<file path="config.mk">
export PLATFORM = sky130hd
export DESIGN_NAME = irq_enable_unit
export DESIGN_NICKNAME = d
export VERILOG_FILES = /design/src/rtl/irq_en_pkg.sv /design/src/rtl/irq_csr_dec.sv /design/src/rtl/irq_base_reg.sv /design/src/rtl/irq_en_state.sv /design/src/rtl/irq_enable_unit.sv
export SDC_FILE = /design/constraint.sdc
export NUM_CORES = 1
export LEC_CHECK = 0
export ABC_CLOCK_PERIOD_IN_PS = 4800
export BUFFER_PORTS_ARGS = -buffer_cell sky130_fd_sc_hd__buf_2
export CAP_MARGIN = 20
export CORE_ASPECT_RATIO = 1.1
export CORE_MARGIN = 4
export CORE_UTILIZATION = 45
export CTS_CLUSTER_DIAMETER = 40
export CTS_CLUSTER_SIZE = 12
export DETAILED_ROUTE_END_ITERATION = 10
export GPL_ROUTABILITY_DRIVEN = 1
export PLACE_DENSITY = 0.71
export SYNTH_ARGS = -nofsm -noshare
export SYNTH_HDL_FRONTEND = slang
export SYNTH_SLANG_ARGS = --single-unit
export TNS_END_PERCENT = 50
</file>
<file path="constraint.sdc">
create_clock -name clk -period 4.8 [get_ports clk]
set_input_delay 0.96 -clock clk [delete_from_list [all_inputs] [get_ports clk]]
set_output_delay 0.96 -clock clk [all_outputs]
set_load 0.02 [all_outputs]
</file>
<file path="src/rtl/irq_en_pkg.sv">
package irq_en_pkg;
  localparam int IDX_W = 5;
  localparam int IDX_LSB = 21;
  localparam int STATE_W = 3;
  localparam int BIT_LIVE = 0;
  localparam int BIT_EXC = 1;
  localparam int BIT_BRK = 2;

  localparam logic [IDX_W-1:0] CSR_STATE = 5'd0;
  localparam logic [IDX_W-1:0] CSR_XBASE = 5'd1;
  localparam logic [IDX_W-1:0] CSR_DBASE = 5'd2;
  localparam logic [IDX_W-1:0] CSR_CAPS  = 5'd3;
  localparam logic [2:0] GRP_BP = 3'b100;
  localparam logic [2:0] GRP_WP = 3'b101;

  typedef enum logic [2:0] {
    RS_NONE, RS_STATE, RS_XBASE, RS_DBASE, RS_CAPS
  } rsel_e;
endpackage

</file>
<file path="src/rtl/irq_csr_dec.sv">
module irq_csr_dec
  import irq_en_pkg::*;
#(
  parameter int NUM_BP = 4,
  parameter int NUM_WP = 4
) (
  input  logic [IDX_W-1:0] idx,
  input  logic             rd,
  input  logic             wr,
  output logic             wr_state,
  output logic             wr_xbase,
  output logic             wr_dbase,
  output rsel_e            rsel,
  output logic             fault
);
  localparam int BP_MASK_I = (1 << NUM_BP) - 1;
  localparam int WP_MASK_I = (1 << NUM_WP) - 1;
  localparam logic [3:0] BP_MASK = BP_MASK_I[3:0];
  localparam logic [3:0] WP_MASK = WP_MASK_I[3:0];

  logic rd_ok, wr_ok;
  rsel_e sel_d;

  always_comb begin
    rd_ok = 1'b0;
    wr_ok = 1'b0;
    sel_d = RS_NONE;
    case (idx)
      CSR_STATE: begin rd_ok = 1'b1; wr_ok = 1'b1; sel_d = RS_STATE; end
      CSR_XBASE: begin rd_ok = 1'b1; wr_ok = 1'b1; sel_d = RS_XBASE; end
      CSR_DBASE: begin rd_ok = 1'b1; wr_ok = 1'b1; sel_d = RS_DBASE; end
      CSR_CAPS:  begin rd_ok = 1'b1; sel_d = RS_CAPS; end
      default: begin
        if (idx[4:2] == GRP_BP) wr_ok = BP_MASK[idx[1:0]];
        else if (idx[4:2] == GRP_WP) wr_ok = WP_MASK[idx[1:0]];
      end
    endcase
  end

  assign wr_state = wr && (idx == CSR_STATE);
  assign wr_xbase = wr && (idx == CSR_XBASE);
  assign wr_dbase = wr && (idx == CSR_DBASE);
  assign rsel     = (rd && rd_ok) ? sel_d : RS_NONE;
  assign fault    = (rd && !rd_ok) || (wr && !wr_ok);
endmodule

</file>
<file path="src/rtl/irq_base_reg.sv">
module irq_base_reg #(
  parameter int DATA_W   = 32,
  parameter int BASE_LSB = 8
) (
  input  logic              clk,
  input  logic              rst_n,
  input  logic              we,
  input  logic [DATA_W-1:0] wdata,
  output logic [DATA_W-1:0] q
);
  generate
    if (BASE_LSB == 0) begin : g_full
      always_ff @(posedge clk) begin
        if (!rst_n) q <= '0;
        else if (we) q <= wdata;
      end
    end else begin : g_aligned
      logic [DATA_W-1:BASE_LSB] hi_q;
      logic unused_low;
      assign unused_low = ^wdata[BASE_LSB-1:0];
      always_ff @(posedge clk) begin
        if (!rst_n) hi_q <= '0;
        else if (we) hi_q <= wdata[DATA_W-1:BASE_LSB];
      end
      assign q = {hi_q, {BASE_LSB{1'b0}}};
    end
  endgenerate
endmodule

</file>
<file path="src/rtl/irq_en_state.sv">
module irq_en_state
  import irq_en_pkg::*;
(
  input  logic               clk,
  input  logic               rst_n,
  input  logic               exc_enter,
  input  logic               brk_enter,
  input  logic               wr_state,
  input  logic [STATE_W-1:0] wdata,
  input  logic               ret_exc,
  input  logic               ret_brk,
  output logic [STATE_W-1:0] state_q
);
  always_ff @(posedge clk) begin
    if (!rst_n) begin
      state_q <= '0;
    end else if (exc_enter) begin
      state_q[BIT_EXC]  <= state_q[BIT_LIVE];
      state_q[BIT_LIVE] <= 1'b0;
    end else if (brk_enter) begin
      state_q[BIT_BRK]  <= state_q[BIT_LIVE];
      state_q[BIT_LIVE] <= 1'b0;
    end else if (wr_state) begin
      state_q <= wdata;
    end else if (ret_exc) begin
      state_q[BIT_LIVE] <= state_q[BIT_EXC];
    end else if (ret_brk) begin
      state_q[BIT_LIVE] <= state_q[BIT_BRK];
    end
  end
endmodule

</file>
<file path="src/rtl/irq_enable_unit.sv">
module irq_enable_unit
  import irq_en_pkg::*;
#(
  parameter int DATA_W = 32,
  parameter int BASE_LSB = 8,
  parameter int NUM_BP = 4,
  parameter int NUM_WP = 4,
  parameter logic [4:0] EXC_RET_REG = 5'd30,
  parameter logic [4:0] BRK_RET_REG = 5'd31
) (
  input  logic              clk,
  input  logic              rst_n,
  input  logic [31:0]       insn,
  input  logic              csr_rd,
  input  logic              csr_wr,
  input  logic [DATA_W-1:0] src_data,
  input  logic              jump_ret,
  input  logic              exc_enter,
  input  logic              brk_enter,
  output logic [DATA_W-1:0] rd_data,
  output logic              ie_live,
  output logic              access_fault
);
  logic [IDX_W-1:0] idx;
  logic unused_insn_bits;
  assign idx = insn[IDX_LSB +: IDX_W];
  assign unused_insn_bits = ^{insn[31:IDX_LSB+IDX_W], insn[IDX_LSB-1:0]};

  logic wr_state, wr_xbase, wr_dbase, fault_d;
  rsel_e rsel;
  logic [STATE_W-1:0] ien_q;
  logic [DATA_W-1:0] xbase_q, dbase_q, rdata_d;

  irq_csr_dec #(.NUM_BP(NUM_BP), .NUM_WP(NUM_WP)) dec_i (
    .idx(idx), .rd(csr_rd), .wr(csr_wr),
    .wr_state(wr_state), .wr_xbase(wr_xbase), .wr_dbase(wr_dbase),
    .rsel(rsel), .fault(fault_d)
  );

  irq_en_state state_i (
    .clk(clk), .rst_n(rst_n),
    .exc_enter(exc_enter), .brk_enter(brk_enter),
    .wr_state(wr_state), .wdata(src_data[STATE_W-1:0]),
    .ret_exc(jump_ret && (idx == EXC_RET_REG)),
    .ret_brk(jump_ret && (idx == BRK_RET_REG)),
    .state_q(ien_q)
  );

  irq_base_reg #(.DATA_W(DATA_W), .BASE_LSB(BASE_LSB)) xbase_i (
    .clk(clk), .rst_n(rst_n), .we(wr_xbase), .wdata(src_data), .q(xbase_q)
  );
  irq_base_reg #(.DATA_W(DATA_W), .BASE_LSB(BASE_LSB)) dbase_i (
    .clk(clk), .rst_n(rst_n), .we(wr_dbase), .wdata(src_data), .q(dbase_q)
  );

  always_comb begin
    rdata_d = '0;
    case (rsel)
      RS_STATE: rdata_d[STATE_W-1:0] = ien_q;
      RS_XBASE: rdata_d = xbase_q;
      RS_DBASE: rdata_d = dbase_q;
      RS_CAPS: begin
        rdata_d[3:0] = 4'(NUM_BP);
        rdata_d[7:4] = 4'(NUM_WP);
      end
      default: rdata_d = '0;
    endcase
  end

  always_ff @(posedge clk) begin
    if (!rst_n) begin
      rd_data <= '0;
      access_fault <= 1'b0;
    end else begin
      rd_data <= rdata_d;
      access_fault <= fault_d;
    end
  end

  assign ie_live = ien_q[BIT_LIVE];
endmodule

</file>
# [Word level (Yosys, flattened, before mapping)]
# Cells that the tools add are included.
[word_totals] register_bits=84 latch_bits=0 ramBits=0 romBits=0 inputBits=71 out_inout_bits=34 wordCells=61 n_memories=0
[op_classes] addsub=0 multipliers=0 div_mod_pow=0 magnitude_cmp=1 n_eq_ne=12 n_shift=0 muxes=19 bitwise_logic=2 n_reduce_logical=20
[ops] cell="$pmux W24 S2" count=1
[ops] cell="$pmux W3 S4" count=1
[ops] cell="$eq A5 B2 Y1 const B" count=2
[ops] cell="$eq A5 B5 Y1 const B" count=2
[ops] cell="$mux W1" count=10
[ops] cell="$eq A3 B3 Y1 const B" count=3
[ops] cell="$logic_and A1 B1 Y1" count=8
[ops] cell="$eq A3 B2 Y1 const B" count=2
[ops] cell="$pmux W3 S2" count=1
[ops] cell="$reduce_or A3 Y1" count=2
[ops] cell="$eq A5 B1 Y1 const B" count=1
[ops] cell="$logic_not A5 Y1" count=1
[ops] cell="$mux W2" count=2
[ops] cell="$mux W4" count=1
[ops] cell="$reduce_and A2 Y1" count=2
[ops] cell="$reduce_bool A2 Y1" count=2
[ops] cell="$reduce_or A4 Y1" count=1
[ops] cell="$eq A3 B1 Y1 const B" count=1
[ops] cell="$lt A2 B3 Y1 const B" count=1
[ops] cell="$mux W3" count=1
[ops] cell="$reduce_bool A3 Y1" count=1
[ops] cell="$bmux W1 S2" count=1
[ops] cell="$logic_not A1 Y1" count=2
[ops] cell="$ne A2 B2 Y1 const B" count=1
[ops] cell="other kinds (3)" count=4

# [Logic depth before layout (Yosys ltp)]
[logic_depth] depth_word=8 ltp_mapped=6 mapped_depth_nobuf=4

# [Hierarchy]
# A second synthesis with hierarchy kept.
[hier_totals] cells_unflattened=335 hier_area_um2=3633.5
[modules_own_cells] module="irq_base_reg" instances=2 cells_per_inst=86 area_per_inst_um2=993.5 seq_area_each_um2=480.5
[modules_own_cells] module="irq_enable_unit" instances=1 cells_per_inst=126 area_per_inst_um2=1350.0 seq_area_each_um2=660.6
[modules_own_cells] module="irq_en_state" instances=1 cells_per_inst=21 area_per_inst_um2=186.4 seq_area_each_um2=60.1
[modules_own_cells] module="irq_csr_dec" instances=1 cells_per_inst=16 area_per_inst_um2=110.1 seq_area_each_um2=0.0

# [Least setup slack after synthesis]
# No wires, ideal clock.
[synth_timing] kind="input -> register" start="input insn[24]" end="register rd_data[11]" setup_time_ns=0.065 arrival_ns=2.194 required_ns=4.735 setup_slack_ns=2.541 cell_stages=5 n_path_buf=1 cell_sequence="or4b_4 -> nor3b_4 -> buf_6 -> a22oi_1 -> nor2b_1"
[synth_between] elab_chain_len=7 elab_cells_between_ends=12 cone_classes="eq/ne: 5; mux: 4; reduce/logical: 3"
[synth_rtl] element="start: declaration" line_no="irq_enable_unit.sv:13" source="input logic [31:0] insn,"
[synth_rtl] element="$eq A5 B2 Y1, or another cell as far along" line_no="irq_csr_dec.sv:28" source="case (idx)"
[synth_rtl] element="$reduce_or A4 Y1 (no source line)"
[synth_rtl] element="$mux W1" line_no="irq_csr_dec.sv:28"
[synth_rtl] element="$logic_and A1 B1 Y1" line_no="irq_csr_dec.sv:43" source="assign rsel = (rd && rd_ok) ? sel_d : RS_NONE;"
[synth_rtl] element="$mux W3 (*)" line_no="irq_csr_dec.sv:43"
[synth_rtl] element="$eq A3 B2 Y1"
[synth_rtl] element="$pmux W24 S2 (*)" line_no="irq_enable_unit.sv:58" source="case (rsel)"
[synth_rtl] element="end signal: assignment" line_no="irq_enable_unit.sv:75" source="rd_data <= rdata_d;"
[synth_rtl] element="end: declaration" line_no="irq_enable_unit.sv:20" source="output logic [DATA_W-1:0] rd_data,"
# Mark *: on every way between the ends. The rest lies on a longest branch, timed or not.
# A chain may end at the register's enable or synchronous reset.

# [Worst setup path after layout]
[layout_timing] start="input insn[24]" end="register dbase_i.g_aligned.hi_q[22] in the netlist's numbering"
[layout_between] elab_chain_len=2
[layout_rtl] element="$eq A5 B2 Y1" line_no="irq_csr_dec.sv:42" source="assign wr_dbase = wr && (idx == CSR_DBASE);"
[layout_rtl] element="$logic_and A1 B1 Y1" line_no="irq_csr_dec.sv:42"
[layout_rtl] element="end signal: assignment" line_no="irq_base_reg.sv:23" source="else if (we) hi_q <= wdata[DATA_W-1:BASE_LSB];"
[layout_rtl] element="end: declaration" line_no="irq_base_reg.sv:18" source="logic [DATA_W-1:BASE_LSB] hi_q;"
# No other way between the ends.

==> results.md <==
- Min setup slack post-route: 2.243 ns
- Power consumption: 1.209 mW
- VDD IR max: 0.1444 mV
- Worst R2R Path Depth: 3
- Drt via density: 5.105
- Row count: 31
- Arr. time, crit path: 2.78 ns
- Final setup vio count: 0
- Synth cell types: 32
- Pre-CTS setup slack: 1.825 ns
- Origin of the worst min-delay path: dbase_i.g_aligned.hi_q[15]$_SDFFE_PN0P_
- MaxCap Viol Count: 0
- Worst Path Required: 5.02 ns
- Final Cell Area: 3691 µm²
- Initial DRC count: 115
- Area share of the largest cell type after synthesis: a little over 50%
- Final Critical Period: 2.557 ns
- R2R setup slack: between 3 and 4 ns
- Slew Limit Fails: 0
- Largest net degree at the start of global routing: 79
- CTS Buf Count: 9
- Hold Path Depth: 2
- I/O Buffers: 68
- Pwr dens: between 300 and 400 nW/µm²
- Syn. warnings: 0
- Die width: between 80 and 90 µm
- Clock buffer depth: 2
- Routed Antenna Nets: 0
- Clock sink count: 80
- GRT overflow: 0
- Top Ports: roughly 110
- Worst-skew pair later-pin latency: 0.34 ns
- Worst slew margin: 29.09%
- CP Class: in2reg
- Filler cells: 652
- Lkg Pwr: roughly 1.4 nW
- Die area: between 8000 and 9000 µm²
- HPWL after DPL: 4.009 mm
- Crit share post-route: between 50% and 60%
- First-pass DRT Iterations: 4
- First-pass GRT wire length: 10.71 mm
- Avg Cell Area, Syn: around 9.1 µm²
- Core area: 6671 µm²
- Startpoint class of the critical path: input port
- Drt drc: 0
- Post-synthesis cell count: between 300 and 400
- Setup Buffers After CTS: 0
- Antenna violations before repair: 0
- Post-synthesis sequential area ratio: 50.91%
- WL/cell: 13.27 µm
- Post-synth top area cell: dfxtp_1
- CTS tree: built
- Die Ht: roughly 96 µm
- Clock Tree Root: clkbuf_8
- Share of post-route cells with drive strength above 1: roughly a quarter
- CP Capture Type: flop
- Cts repair resizes: 0
- Post-layout net count: between 400 and 500
- Worst r2r src: state_i.state_q[2]$_SDFFE_PN0P_
- Initial Utilization: 47.15%
- Dominant cells by area after synthesis: dfxtp_1, nand2_1, a21boi_0, nor2b_1, a22oi_1
- Worst hold endpoint: dbase_i.g_aligned.hi_q[15]$_SDFFE_PN0P_
- Vias in the first global route: 2357
- Min-delay worst type: reg2reg
- Setup TNS: 0 ns
- Total track usage: around 16%
- Worst Max-Slew Pin Slew: 1.060 ns
- Ant diodes: 0
- Final GP Congestion: 0.7019
- Reg2reg end: state_i.state_q[0]$_SDFFE_PP0P_
- Clock transition at path regs: 0.08 ns
- Max Clk Rate: 0.3911 GHz
- H-tree depth: 3
- Mapped cell area: ~3100 µm²
- Area after DPL: between 3000 and 4000 µm²
- CTS Hold Bufs: 0
- Hold Fails Final Rpt: 0
- Unrepaired setup endpoints after global routing: false
- Status: completed
- WL final: 6.476 mm
- Skew final: roughly 0.0074 ns
- Largest fanout on the critical path: 24
- Post-synthesis register bit count: 80
- Via count: 2491
- Area Growth Syn to Fin: 17.34%
[Yosys cell counts]
master    count
or4b_4        1
buf_4         5
nand4_1       1
and3_1        3
a22oi_2       6
o221a_2       1
nor2_1        3
buf_2         5
dfxtp_1      80
nor3b_4       2
nor2b_1      23
inv_1         2
buf_6         3
nor3b_1       1
clkbuf_1     15
and3b_1       2
nand3_1       3
mux2i_1       2
o21ai_0       5
nand2_1     102
a21boi_1      5
nor2b_2       1
a22oi_1      18
a21oi_1       3
a21boi_0     44
nand4b_1      1
nor3_1        1
nor4b_4       1
o31a_1        1
conb_1        1
a31oi_1       1
nand3b_1      2
[where the power goes]
| group | internal [mW] | leakage (nW) | total, mW | switching, mW |
|---|---|---|---|---|
| combinational | 0.0287 | 0.658 | 0.0634 | 0.0347 |
| clock | 0.249 | 0.0989 | 0.476 | 0.226 |
| sequential | 0.668 | 0.645 | 0.670 | 0.00244 |
| total | 0.946 | 1.40 | 1.21 | 0.263 |
[kinds of logic (layout without fill, tap and decap cells)]
kind of cell / after synthesis / count (layout) / share of synthesized area, %
muxes: 2 / 2 / 0.6365
DFF: 80 / 80 / 50.92
buffers and inverters: 30 / 89 / 5.091
other: 1 / 4 / 0.1192
AOI/OAI and AO/OA: 84 / 84 / 20.49
and+or+nand+nor: 147 / 147 / 22.75
[metrics by stage]
stage	cells	util [%]	hold slack, ns
6_report	488	55.33	0.4668
5_1_grt	488	55.33	0.4888
4_1_cts	487	55.10	0.4690
3_3_place_gp	471	51.89	0.4510
3_5_place_dp	472	52.31	0.4582
2_1_floorplan	347	-	0.4432
[worst max path at each step]
stage / endpoint / from / cells after the start / slack (ns)
4_1_cts: dbase_i.g_aligned.hi_q[22]$_SDFFE_PN0P_ / insn[24] / 5 / 2.19
6_report: dbase_i.g_aligned.hi_q[22]$_SDFFE_PN0P_ / insn[24] / 5 / 2.24
2_1_floorplan: rd_data[11]$_SDFF_PN0_ / insn[24] / 5 / 2.54
3_5_place_dp: dbase_i.g_aligned.hi_q[22]$_SDFFE_PN0P_ / insn[24] / 5 / 1.83
3_3_place_gp: rd_data[15]$_SDFF_PN0_ / insn[24] / 6 / 1.66
5_1_grt: dbase_i.g_aligned.hi_q[11]$_SDFFE_PN0P_ / insn[24] / 5 / 2.06
[registers in the layout, summed over array words and instances (netlist names)]
signal / cells
access_fault: 1
state_i.state_q: 3
xbase_i.g_aligned.hi_q: 24
dbase_i.g_aligned.hi_q: 24
rd_data: 28
[area by class of cell]
type | count | area [µm²] | share of cell area [%]
sequential | 80 | 1602 | 43.39
clock inverter | 4 | 45.04 | 1.220
timing repair buffer | 72 | 397.9 | 10.78
clock buffer | 11 | 141.4 | 3.831
inverter | 2 | 7.507 | 0.2034
tap | 82 | 102.6 | 2.780
multi-input combinational | 237 | 1395 | 37.80
[placed cells by master, fill, tap and decap left out, types with 4 or more instances in the layout]
cell type  instances
o21ai_0            5
nor2b_1           23
a21boi_0          44
a22oi_1           18
dfxtp_1           80
conb_1             4
nand2_1          102
a21boi_1           5
a22oi_2            6
buf_2             68
clkbuf_8          10
[metal layers]
layer  part of all wire, %  global-route usage, %
met4                   1.2                  8.184
met1                    44                  19.57
met5                     0                      0
met3                   6.2                  4.408
met2                    48                  26.88
[worst max-delay path, stage by stage]
cell and delay [ns]:
buf_2 0.14, nor4b_4 0.46, nand3b_1 0.83, nand2_1 0.28
a21boi_0 0.10
Note: power is estimated with default switching activity, not from simulation.
